## config.mk

```make
export PLATFORM = sky130hd
export DESIGN_NAME = sdram_seq_top
export DESIGN_NICKNAME = d
export VERILOG_FILES = /design/src/rtl/sdram_seq_pkg.sv /design/src/rtl/sdram_init_fsm.sv /design/src/rtl/sdram_ref_timer.sv /design/src/rtl/sdram_ref_backlog.sv /design/src/rtl/sdram_seq_top.sv
export SDC_FILE = /design/constraint.sdc
export NUM_CORES = 1
export LEC_CHECK = 0
export BUFFER_PORTS_ARGS = -buffer_cell sky130_fd_sc_hd__buf_4
export CORE_MARGIN = 5
export CORE_UTILIZATION = 58
export DETAILED_ROUTE_END_ITERATION = 10
export HOLD_SLACK_MARGIN = 0.03
export PLACE_DENSITY_LB_ADDON = 0.15
export SETUP_SLACK_MARGIN = 0.5
export SLEW_MARGIN = 30
export SYNTH_ARGS = -nofsm -noshare
export SYNTH_HDL_FRONTEND = slang
export SYNTH_SLANG_ARGS = --single-unit
```

## constraint.sdc

```tcl
create_clock -name clk -period 8 [get_ports clk]
set_clock_uncertainty 0.1 [all_clocks]
set_input_delay 0.8 -clock clk [delete_from_list [all_inputs] [get_ports clk]]
set_output_delay 0.8 -clock clk [all_outputs]
set_load 0.01 [all_outputs]
```

## src/rtl/sdram_seq_pkg.sv

```systemverilog
package sdram_seq_pkg;

   typedef enum logic [1:0] {
      CMD_NOP    = 2'd0,
      CMD_PREALL = 2'd1,
      CMD_AREF   = 2'd2,
      CMD_LMR    = 2'd3
   } sdcmd_e;

   typedef enum logic [1:0] {
      SQ_IDLE,
      SQ_INIT,
      SQ_READY
   } seq_st_e;

   localparam int INIT_STEPS = 4;

   function automatic sdcmd_e init_step_cmd(input logic [1:0] idx);
      case (idx)
         2'd0:    return CMD_PREALL;
         2'd3:    return CMD_LMR;
         default: return CMD_AREF;
      endcase
   endfunction

endpackage

```

## src/rtl/sdram_init_fsm.sv

```systemverilog
module sdram_init_fsm
   import sdram_seq_pkg::*;
#(
   parameter int WAIT_W = 4,
   parameter int MR_W   = 13
) (
   input  logic              clk,
   input  logic              rst_n,
   input  logic              mode_en,
   input  logic [WAIT_W-1:0] wait_cycles,
   input  logic [MR_W-1:0]   mode_word,
   output logic              init_fire,
   output sdcmd_e            init_cmd,
   output logic              init_start,
   output logic              init_active,
   output logic              init_done,
   output logic [MR_W-1:0]   mr_q
);

   localparam logic [1:0] LAST_STEP = 2'(INIT_STEPS - 1);

   seq_st_e           st_q;
   logic [1:0]        step_q;
   logic [WAIT_W-1:0] cnt_q;
   logic              last_step;
   logic              step_adv;

   assign last_step   = (step_q == LAST_STEP);
   assign init_start  = (st_q == SQ_IDLE) && mode_en;
   assign step_adv    = (st_q == SQ_INIT) && (cnt_q == '0) && !last_step;
   assign init_fire   = init_start || step_adv;
   assign init_cmd    = init_step_cmd(init_start ? 2'd0 : 2'(step_q + 2'd1));
   assign init_active = (st_q == SQ_INIT);
   assign init_done   = (st_q == SQ_READY);

   always_ff @(posedge clk) begin
      if (!rst_n) begin
         st_q   <= SQ_IDLE;
         step_q <= '0;
         cnt_q  <= '0;
         mr_q   <= '0;
      end else begin
         case (st_q)
            SQ_IDLE: if (mode_en) begin
               st_q   <= SQ_INIT;
               step_q <= '0;
               cnt_q  <= wait_cycles;
               mr_q   <= mode_word;
            end
            SQ_INIT: begin
               if (cnt_q != '0) begin
                  cnt_q <= cnt_q - WAIT_W'(1);
               end else if (last_step) begin
                  st_q <= SQ_READY;
               end else begin
                  step_q <= 2'(step_q + 2'd1);
                  cnt_q  <= wait_cycles;
               end
            end
            SQ_READY: if (!mode_en) st_q <= SQ_IDLE;
            default:  st_q <= SQ_IDLE;
         endcase
      end
   end

endmodule

```

## src/rtl/sdram_ref_timer.sv

```systemverilog
module sdram_ref_timer #(
   parameter int PER_W = 16
) (
   input  logic             clk,
   input  logic             rst_n,
   input  logic             run,
   input  logic [PER_W-1:0] period,
   output logic             expire
);

   logic [PER_W-1:0] tmr_q;
   logic             active;

   assign active = run && (period != '0);
   assign expire = active && (tmr_q >= period - PER_W'(1));

   always_ff @(posedge clk) begin
      if (!rst_n || !active || expire) tmr_q <= '0;
      else                             tmr_q <= tmr_q + PER_W'(1);
   end

endmodule

```

## src/rtl/sdram_ref_backlog.sv

```systemverilog
module sdram_ref_backlog #(
   parameter int REF_MAX = 4,
   parameter int PEND_W  = 3,
   parameter int WAIT_W  = 4
) (
   input  logic              clk,
   input  logic              rst_n,
   input  logic              enable,
   input  logic              clear_ovf,
   input  logic              expire,
   input  logic              bus_busy,
   input  logic [WAIT_W-1:0] wait_cycles,
   output logic              ref_fire,
   output logic              gap_idle,
   output logic [PEND_W-1:0] pend_q,
   output logic              ovf_q
);

   localparam logic [PEND_W-1:0] PEND_CAP = PEND_W'(REF_MAX);

   logic [WAIT_W-1:0] gap_q;

   assign gap_idle = (gap_q == '0);
   assign ref_fire = enable && (pend_q != '0) && !bus_busy && gap_idle;

   always_ff @(posedge clk) begin
      if (!rst_n) begin
         pend_q <= '0;
         gap_q  <= '0;
         ovf_q  <= 1'b0;
      end else begin
         if (clear_ovf) ovf_q <= 1'b0;
         if (!enable) begin
            pend_q <= '0;
            gap_q  <= '0;
         end else begin
            case ({expire, ref_fire})
               2'b10: begin
                  if (pend_q == PEND_CAP) ovf_q  <= 1'b1;
                  else                    pend_q <= pend_q + PEND_W'(1);
               end
               2'b01:   pend_q <= pend_q - PEND_W'(1);
               default: pend_q <= pend_q;
            endcase
            if (ref_fire)            gap_q <= wait_cycles;
            else if (gap_q != '0)    gap_q <= gap_q - WAIT_W'(1);
         end
      end
   end

endmodule

```

## src/rtl/sdram_seq_top.sv

```systemverilog
module sdram_seq_top
   import sdram_seq_pkg::*;
#(
   parameter int MR_W    = 13,
   parameter int PER_W   = 16,
   parameter int WAIT_W  = 4,
   parameter int REF_MAX = 4,
   parameter bit HAS_CKE = 1'b1,
   localparam int PEND_W = $clog2(REF_MAX + 1)
) (
   input  logic              clk,
   input  logic              rst_n,
   input  logic              sdram_mode_en,
   input  logic              clk2x_mode,
   input  logic [WAIT_W-1:0] cmd_wait,
   input  logic [PER_W-1:0]  refresh_period,
   input  logic [MR_W-1:0]   mode_word,
   input  logic              bus_busy,
   input  logic              acc_req,
   output logic              acc_grant,
   output logic [1:0]        sdram_cmd,
   output logic [MR_W-1:0]   sdram_mode_word,
   output logic              cke,
   output logic              init_done,
   output logic [PEND_W-1:0] ref_pending,
   output logic              ref_overflow
);

   if (REF_MAX < 1 || REF_MAX > 15) begin : g_bad_refmax
      $error("REF_MAX must lie in 1..15");
   end
   if (WAIT_W < 1 || PER_W < 2 || MR_W < 1) begin : g_bad_width
      $error("WAIT_W, PER_W and MR_W are too narrow");
   end

   logic   init_fire, init_start, init_active;
   sdcmd_e init_cmd;
   logic   expire, ref_fire, gap_idle;
   sdcmd_e cmd_q;

   sdram_init_fsm #(.WAIT_W(WAIT_W), .MR_W(MR_W)) u_init (
      .clk(clk), .rst_n(rst_n), .mode_en(sdram_mode_en),
      .wait_cycles(cmd_wait), .mode_word(mode_word),
      .init_fire(init_fire), .init_cmd(init_cmd), .init_start(init_start),
      .init_active(init_active), .init_done(init_done), .mr_q(sdram_mode_word)
   );

   sdram_ref_timer #(.PER_W(PER_W)) u_tmr (
      .clk(clk), .rst_n(rst_n), .run(init_done),
      .period(refresh_period), .expire(expire)
   );

   sdram_ref_backlog #(.REF_MAX(REF_MAX), .PEND_W(PEND_W), .WAIT_W(WAIT_W)) u_blog (
      .clk(clk), .rst_n(rst_n), .enable(init_done), .clear_ovf(init_start),
      .expire(expire), .bus_busy(bus_busy), .wait_cycles(cmd_wait),
      .ref_fire(ref_fire), .gap_idle(gap_idle),
      .pend_q(ref_pending), .ovf_q(ref_overflow)
   );

   always_ff @(posedge clk) begin
      if (!rst_n)         cmd_q <= CMD_NOP;
      else if (init_fire) cmd_q <= init_cmd;
      else if (ref_fire)  cmd_q <= CMD_AREF;
      else                cmd_q <= CMD_NOP;
   end

   assign sdram_cmd = cmd_q;
   assign acc_grant = init_done && acc_req && !bus_busy &&
                      (ref_pending == '0) && gap_idle;

   if (HAS_CKE) begin : g_cke_drv
      logic cke_q;
      always_ff @(posedge clk) begin
         if (!rst_n) cke_q <= 1'b0;
         else        cke_q <= clk2x_mode && (sdram_mode_en || init_active || init_done);
      end
      assign cke = cke_q;
   end else begin : g_cke_tie
      assign cke = 1'b1;
   end

endmodule

```

**Word level (Yosys, flattened, before mapping)**

Index checks and enable logic that the tools add are counted.

- Add/subtract/negate cells: 7
- Order comparisons: 1
- Eq/ne operators: 14
- Muxes and demuxes: 25
- Reductions and logical operators: 40

Operators by type and width:

| cell | number |
|---|---|
| 2-bit two-way mux | 10 |
| 4-bit two-way mux | 5 |
| 16-bit by 1-bit adder with 16-bit output, second input constant | 1 |
| 16-bit greater-or-equal comparator | 1 |
| 16-bit nonzero test | 1 |
| 16-bit by 1-bit subtractor with 16-bit output, second input constant | 1 |
| 1-bit logical AND | 13 |
| 2-bit inequality test, second input constant | 5 |
| 2-bit equality test, second input constant | 4 |
| 4-bit logical NOT | 2 |
| 2-bit one-hot mux with 2 select lines | 2 |
| 4-bit one-hot mux with 2 select lines | 1 |
| 4-bit AND reduction | 2 |
| 4-bit nonzero test | 2 |
| 4-bit by 1-bit subtractor with 4-bit output, second input constant | 2 |
| 2-bit one-hot mux with 3 select lines | 1 |
| 3-bit one-hot mux with 2 select lines | 1 |
| 2-bit AND reduction | 3 |
| 2-bit nonzero test | 3 |
| 1-bit logical OR | 5 |
| 2-bit by 1-bit equality test with 1-bit output, second input constant | 2 |
| 1-bit logical NOT | 4 |
| 2-bit logical NOT | 2 |
| 1-bit two-way mux | 4 |
| other kinds (10) | 10 |

- Flip-flop bits (word level): 48
- Bits of input ports: 39

**Longest topological paths before layout**

Gate-level depths: netlist of run 1.

- Depth in word-level cells: 7
- Depth in mapped cells: 17
- Depth with buffers taken out: 17

**Modules after synthesis**

Synthesis of run 1 repeated with hierarchy kept, for this count alone.

- Cells, all modules: 356
- Area, all modules: 3,030.4 µm²

By module, submodules not included:

| module | instances | cells an instance | area an instance (µm²) | sequential area each (µm²) |
|---|---|---|---|---|
| sdram_ref_timer | 1 | 159 | 1,303.8 | 320.3 |
| sdram_init_fsm | 1 | 121 | 1,068.5 | 420.4 |
| sdram_ref_backlog | 1 | 66 | 541.8 | 160.2 |
| sdram_seq_top | 1 | 10 | 116.4 | 60.1 |

**Worst setup path after synthesis of run 1**

OpenSTA, ideal clock, no wires.

- Kind: input -> register
- Start point: input refresh_period[2]
- End point: register u_blog.pend_q[2]
- Setup time: 78 ps
- Arrival: 4,027 ps
- Required time: 7,822 ps
- Setup slack: 3,794 ps
- Stages: 17
- Path buffers: 0
- Cell sequence: nor3_2 -> and3_1 -> nand2b_1 -> nor4_1 -> nand2b_1 -> nor4_1 -> xnor2_1 -> ha_1 -> nand4_1 -> nor3_1 -> nor4_1 -> and3_1 -> o21ai_1 -> fa_1 -> nand3b_1 -> and3b_1 -> nor3_1

- Cells in the longest elaborated chain, start to end: 6

Ends and longest elaborated chain:

| element | line | text |
|---|---|---|
| from (decl) | sdram_seq_top.sv:16 | `input logic [PER_W-1:0] refresh_period,` |
| 16-bit by 1-bit subtractor with 16-bit output or 16-bit nonzero test (tied branches) | sdram_ref_timer.sv:15, sdram_ref_timer.sv:14 |  |
| 16-bit greater-or-equal comparator or 1-bit logical AND (tied branches) | sdram_ref_timer.sv:15, sdram_ref_timer.sv:14 |  |
| 1-bit logical AND * | sdram_ref_timer.sv:15 | `assign expire = active && (tmr_q >= period - PER_W'(1));` |
| 2-bit equality test or 2-bit by 1-bit equality test with 1-bit output (tied branches) | sdram_ref_backlog.sv:37 | `case ({expire, ref_fire})` |
| 2-bit inequality test (no source line) or 2-bit nonzero test (tied branches) | n/a |  |
| 2-bit AND reduction (no source line) | n/a |  |
| to (signal assigned) | sdram_ref_backlog.sv:40 | `else pend_q <= pend_q + PEND_W'(1);` |
| to (signal assigned) | sdram_ref_backlog.sv:42 | `2'b01: pend_q <= pend_q - PEND_W'(1);` |
| to (signal assigned) | sdram_ref_backlog.sv:43 | `default: pend_q <= pend_q;` |
| to (decl) | sdram_ref_backlog.sv:15 | `output logic [PEND_W-1:0] pend_q,` |

Every way passes the cells marked *; elsewhere a longest branch is shown, timed or not.
A chain may end at the register's enable or synchronous reset.

**Worst setup path in the final report of run 1**

Same ends and word-level chain as after synthesis.

==> run_results.csv, run 1 <==
group,metric,value,unit
flow_run,maxCapViolCount,0,
synthesis,syn_avg_cell_area,8.306,um^2
routing,drt_iter0_markers,75,
placement,pre_cts_ws,3.279,ns
placement,dp_hpwl,4.644,mm
power_and_ir_drop,power,0.5104,mW
timing,fmax,227.4,MHz
timing,hold_violations,0,
global_routing,grt_pass1_vias,2426,
clock_tree,ctsHoldBuffers,0,
global_routing,grt_pass1_wl,10.30,mm
worst_hold_path,min_from,"u_init.mr_q[2]",
timing,layout_setup_ws,3.602,ns
setup_path,slowest_stage,"nor4_1",
finish,area_delta_synth_final,22.62,%
synthesis,syn_nets,392,
power_and_ir_drop,power.density,152.3,nW/um^2
floorplanning,pin_count,61,
setup_path,arrival,4.54,ns
finish,layout_common_cells,"buf_4 (61), nand2_1 (52), dfxtp_1 (48)",
timing,rsz0062_at_grt,"no",
setup_path,cp-startpoint,"refresh_period[2]",
synthesis,async_flop_share,0,
routing,first_pass_iters,4,
setup_path,cp_max_fo,4,
routing,remaining_drc_errors,0,
finish,layout-drive-gt1-share,0.1964,
timing,maxSlewViolCount,0,
worst_hold_path,hp-class,"reg -> reg",
synthesis,synthCells,329,
timing,hold_ws,0.3602,ns
synthesis,ys_seq_area_frac,0.3516,
floorplanning,die_w,78.64,um
finish,fill_cells,396,
synthesis,synth_cell_types,48,
timing,setup-violations-final,0,
floorplanning,core_region_area,4661,um^2
synthesis,ys_seq_elements,48,
synthesis,synth_warnings,0,
power_and_ir_drop,static-leakage-power,1.372,nW
floorplanning,die_area,6184,um^2
clock_tree,clock_sinks,48,
routing,routed-via-count,2482,
timing,setup_tns,0,ns
timing,fin_crit,4.398,ns
clock_tree,cts_root_buffer,"clkbuf_8",
clock_tree,post-cts-setup-buffer-count,0,
finish,antenna_cells,0,
clock_tree,post_cts_resized,0,
clock_tree,tritoncts,"built",
timing,fin_crit_sh,0.5498,
routing,antenna_left,0,
floorplanning,die_h,78.64,um
clock_tree,cts_buffer_depth,2,
timing,slew_headroom,0.5391,
outcome,status,"complete, no violations",
placement,dp.cells,438,
synthesis,synth_edf_count,0,
placement,place.gp.congestion,0.8638,
power_and_ir_drop,vdd_drop_max,114.2,uV
global_routing,grtUsageTotal,0.2040,
routing,via_per_inst,5.565,
global_routing,grt_max_degree,23,
synthesis,synthFlopType,"dfxtp_1",
routing,routed_wl,5.976,mm
setup_path,startpoint_type,"input pin",
clock_tree,cts_max_level,2,
finish,final_cells,446,
global_routing,grt_overflow,0,
floorplanning,rows,25,
setup_path,rr_startpoint,"u_tmr.tmr_q[0]",
clock_tree,clk_latency,0.31,ns
setup_path,crit_chain,"buf_4 -> nor3_2 -> and3_1 -> nand2b_1 -> nor4_1 -> nand2b_1 -> nor4_1 -> xnor2_1 -> ha_1 -> nand4_1 -> nor3_1 -> nor4_1 -> and3_1 -> o21ai_1 -> fa_1 -> nand3b_1 -> and3b_1 -> nor3_1",
setup_path,cp_common_cell,"nor4_1",
placement,port_buffers,60,
finish,nNetsFinal,454,
global_routing,antenna_found_initial,0,
clock_tree,cts_buffers,5,
setup_path,cp_data_required_time,8.14,ns
timing,tightest_slew,0.6907,ns
finish,final_common_cell,"buf_4",
setup_path,max_stage_delay,0.39,ns
clock_tree,clk_pin_slew,0.09,ns
setup_path,worstSetupEndpointType,"register",
synthesis,synth_area,2733,um^2
floorplanning,initial_utilization,0.5863,
setup_path,crit_type,"in -> reg",
routing,routedWlPerCell,13.40,um
sequential cells by signal, summed over array words and instances, names as in the netlist:
name,cells
sdram_cmd,2
u_init.cnt_q,4
u_blog.gap_q,4
u_tmr.tmr_q,16
u_blog.ovf_q,1
u_init.mr_q,13
u_init.step_q,2
cke,1
u_init.st_q,2
u_blog.pend_q,3
final cells by class:
| cell class | instances | area (um^2) | area share |
|---|---|---|---|
| clock buffers | 5 | 68.82 | 0.02054 |
| multi-input cells | 265 | 1712 | 0.5108 |
| flip-flops and latches | 48 | 960.9 | 0.2868 |
| repair buffers | 61 | 457.9 | 0.1367 |
| well taps | 54 | 67.56 | 0.02016 |
| inverters | 10 | 37.54 | 0.01120 |
| clock inverters | 3 | 46.29 | 0.01382 |
cells in the mapped netlist (all sizes together), types with 7 or more instances:
| library cell | n | area share |
|---|---|---|
| dfxtp | 48 | 0.35 |
| ha | 23 | 0.11 |
| xnor2 | 16 | 0.051 |
| nand3 | 7 | 0.013 |
| a21oi | 28 | 0.051 |
| nor3 | 13 | 0.026 |
| xor2 | 12 | 0.038 |
| and3 | 10 | 0.023 |
| inv | 10 | 0.014 |
| nand2b | 8 | 0.018 |
| o21ai | 9 | 0.016 |
| nor2 | 38 | 0.052 |
| nand2 | 52 | 0.071 |
cell families (layout without fill, tap and decap cells):
logic type / count (synthesis) / after routing / synth area share
muxes: 2 / 2 / 0.009156
xor gates and xnor gates: 28 / 28 / 0.08974
DFF: 48 / 48 / 0.3516
buffers and inverters: 16 / 79 / 0.02198
AOI/OAI and AO/OA: 55 / 55 / 0.1342
adders and majority gates: 24 / 24 / 0.1126
and+or+nand+nor: 156 / 156 / 0.2807
final timing paths:
path / cells past startpoint / slack, ns / end
worst max-delay path: 18 / 3.60 / u_blog.pend_q[2]
worst min-delay path: 2 / 0.36 / u_init.mr_q[2]
worst max register to register: 11 / 5.17 / u_blog.pend_q[2]
worst min register to register: 2 / 0.36 / u_init.mr_q[2]
where the power goes:
part | switching (mW) | internal, mW
combinational | 0.0378 | 0.0372
sequential | 0.00527 | 0.247
clock | 0.0888 | 0.0942
total | 0.132 | 0.379
worst max-delay path, delay by kind of cell:
kind / cells / cell delay, ns
xor+xnor: 1 / 0.17
fa+ha+maj: 2 / 0.65
buf+inv: 1 / 0.13
simple gates: 13 / 2.70
compound gates: 1 / 0.08
metrics by stage:
stage	instance area, um^2	util
floorplan	2733	-
global placement	3236	0.6942
detailed placement	3236	0.6942
CTS	3351	0.7189
global route	3351	0.7189
finish	3351	0.7189
metal layers:
| metal | up-vias | track usage | share of wire |
|---|---|---|---|
| li1 | 1276 | - | - |
| met1 | 1164 | 0.2367 | 0.43 |
| met2 | 32 | 0.3693 | 0.52 |
| met3 | 10 | 0.03555 | 0.031 |
| met4 | 0 | 0.07867 | 0.018 |
| met5 | - | 0 | 0 |
No activity file was read; power rests on OpenSTA's default activity.
==> run 2: changes to the inputs <==
--- a/config.mk
+++ b/config.mk
@@ -7,7 +7,7 @@
 export LEC_CHECK = 0
 export BUFFER_PORTS_ARGS = -buffer_cell sky130_fd_sc_hd__buf_4
 export CORE_MARGIN = 5
-export CORE_UTILIZATION = 58
+export CORE_UTILIZATION = 54
 export DETAILED_ROUTE_END_ITERATION = 10
 export HOLD_SLACK_MARGIN = 0.03
 export PLACE_DENSITY_LB_ADDON = 0.15
==> constraint.sdc (replaced) <==
create_clock -name clk -period 4.4 [get_ports clk]
set_clock_uncertainty 0.1 [all_clocks]
set_input_delay 0.44 -clock clk [delete_from_list [all_inputs] [get_ports clk]]
set_output_delay 0.44 -clock clk [all_outputs]
set_load 0.01 [all_outputs]
==> run_results.csv, run 2 (synthesis results as in run 1) <==
group,metric,value,unit
global_routing,antenna_found_initial,0,
setup_path,arrival,3.85,ns
setup_path,crit_cells,18,
setup_path,cp_data_required_time,4.54,ns
setup_path,rr_startpoint,"u_tmr.tmr_q[0]",
setup_path,crit_buf_inv,1,
global_routing,grt_overflow,0,
setup_path,r2r_end,"u_blog.pend_q[2]",
floorplanning,rows,25,
placement,place.gp.congestion,0.8110,
global_routing,grtUsageTotal,0.2017,
setup_path,crit_type,"in -> reg",
routing,routedWlPerCell,13.66,um
clock_tree,cts_buffer_depth,2,
finish,nNetsFinal,460,
routing,top_layer,"met4",
finish,top_register,"u_tmr.tmr_q",
setup_path,max_stage_delay,0.36,ns
outcome,status,"complete, no violations",
setup_path,crit_family,"simple AND/OR/NAND/NOR gates",
timing,fmax,269.6,MHz
timing,maxSlewViolCount,0,
placement,pre_cts_ws,0.1234,ns
floorplanning,die_area,6583,um^2
worst_hold_path,min_from,"clk2x_mode",
setup_path,r2r_slack,1.62,ns
floorplanning,die_h,81.14,um
timing,hold_violations,0,
finish,area_delta_synth_final,27.47,%
routing,via_per_inst,5.398,
timing,tightest_slew,0.6814,ns
routing,antenna_left,0,
timing,layout_setup_ws,0.6914,ns
clock_tree,cts_root_buffer,"clkbuf_8",
clock_tree,cts_buffers,5,
setup_path,reg2regPathDepth,11,
clock_tree,clk_latency,0.30,ns
floorplanning,core_region_area,4817,um^2
worst_hold_path,hp-class,"in -> reg",
finish,antenna_cells,0,
timing,setup_tns,0,ns
placement,dp_hpwl,4.777,mm
global_routing,grt_pass1_vias,2511,
finish,largestRegisters,"u_tmr.tmr_q x16, u_init.mr_q x13",
setup_path,crit_chain,"buf_4 -> nor3_4 -> and3_4 -> nand2b_4 -> nor4_4 -> nand2b_1 -> nor4_2 -> xnor2_1 -> ha_1 -> nand4_1 -> nor3_2 -> nor4_2 -> and3_1 -> o21ai_2 -> fa_2 -> nand3b_1 -> and3b_1 -> nor3_2",
routing,first_pass_iters,4,
global_routing,grt_pass1_wl,10.66,mm
placement,dpl-instance-area,3259,um^2
routing,met2WireLength,3.376,mm
routing,met1_length,2.616,mm
finish,layout_common_cells,"buf_4 (67), nand2_1 (51), dfxtp_1 (48)",
floorplanning,pin_count,61,
power_and_ir_drop,vdd_drop_max,188.5,uV
finish,final_common_cell,"buf_4",
power_and_ir_drop,static-leakage-power,1.417,nW
global_routing,grt_max_degree,23,
setup_path,slowest_stage,"fa_2",
setup_path,cp-endpoint,"u_blog.pend_q[2]",
routing,wl_met3,275,um
power_and_ir_drop,power.density,267.1,nW/um^2
finish,final_util,0.7231,
timing,fin_crit,3.709,ns
timing,fin_crit_sh,0.8429,
clock_tree,clk_pin_slew,0.09,ns
clock_tree,ctsHoldBuffers,0,
finish,largest_register_ffs,16,
floorplanning,initial_utilization,0.5673,
clock_tree,tritoncts,"built",
setup_path,cp_max_fo,3,
setup_path,worstSetupEndpointType,"register",
flow_run,maxCapViolCount,0,
finish,layout-drive-gt1-share,0.2362,
routing,drt_iter0_markers,70,
placement,port_buffers,60,
timing,setup-violations-final,0,
setup_path,cp-startpoint,"refresh_period[4]",
routing,remaining_drc_errors,0,
clock_tree,clock_sinks,48,
timing,rsz0062_at_grt,"yes",
timing,slew_headroom,0.5452,
floorplanning,die_w,81.14,um
finish,design_area,3483,um^2
routing,routed_wl,6.351,mm
routing,routed-via-count,2510,
setup_path,startpoint_type,"input pin",
clock_tree,cts_max_level,2,
run 2: layout make-up:
cell class	instances	area, um^2
well taps	67	83.83
flip-flops and latches	48	960.9
repair buffers	67	503.0
clock buffers	5	68.82
clock inverters	3	47.55
inverters	10	37.54
fillers	416	1334
multi-input cells	265	1782
run 2: timing repair:
| action | CTS | global route |
|---|---|---|
| buffers inserted | 0 | 5 |
| pin swaps | 0 | 14 |
| resized for setup | 1 | 12 |
| endpoints found under the setup margin | 1 | 15 |
run 2: routing by layer:
layer	vias to the layer above	track usage
met4	0	0.06250
met1	1177	0.2215
li1	1283	-
met2	43	0.3810
met3	7	0.04545
met5	-	0
run 2: power breakdown:
group	leakage [nW]	internal (mW)	switching [mW]	total, mW
combinational	0.968	0.0692	0.0728	0.142
clock	0.0583	0.171	0.158	0.329
sequential	0.390	0.449	0.00988	0.459
run 2: per-stage QoR:
step	hold WS, ns	instances	power (mW)
4_1_cts	0.2585	460	0.9350
3_5_place_dp	0.3528	452	0.6073
6_report	0.2677	465	0.9304
2_1_floorplan	0.3372	329	0.5412
5_1_grt	0.2540	465	0.9805
3_3_place_gp	0.3419	452	0.6028
run 2: worst register-to-register path, stage by stage (launching register included):
cell and delay, ns:
dfxtp_1 0.42, inv_1 0.07, ha_1 0.26, nand2b_1 0.15, a2111o_1 0.41, o2111ai_1 0.14
and3_1 0.24, o21ai_2 0.08, fa_2 0.36, nand3b_1 0.18, and3b_1 0.21, nor3_2 0.09
run 2: how the worst min path moves through the flow:
stage,cells after the start,slack (ns),endpoint
finish,2,0.27,cke
CTS,2,0.26,cke
floorplan,1,0.34,u_tmr.tmr_q[0]
global placement,2,0.34,u_init.mr_q[3]
global route,3,0.25,u_init.mr_q[4]
detailed placement,2,0.35,u_init.mr_q[7]
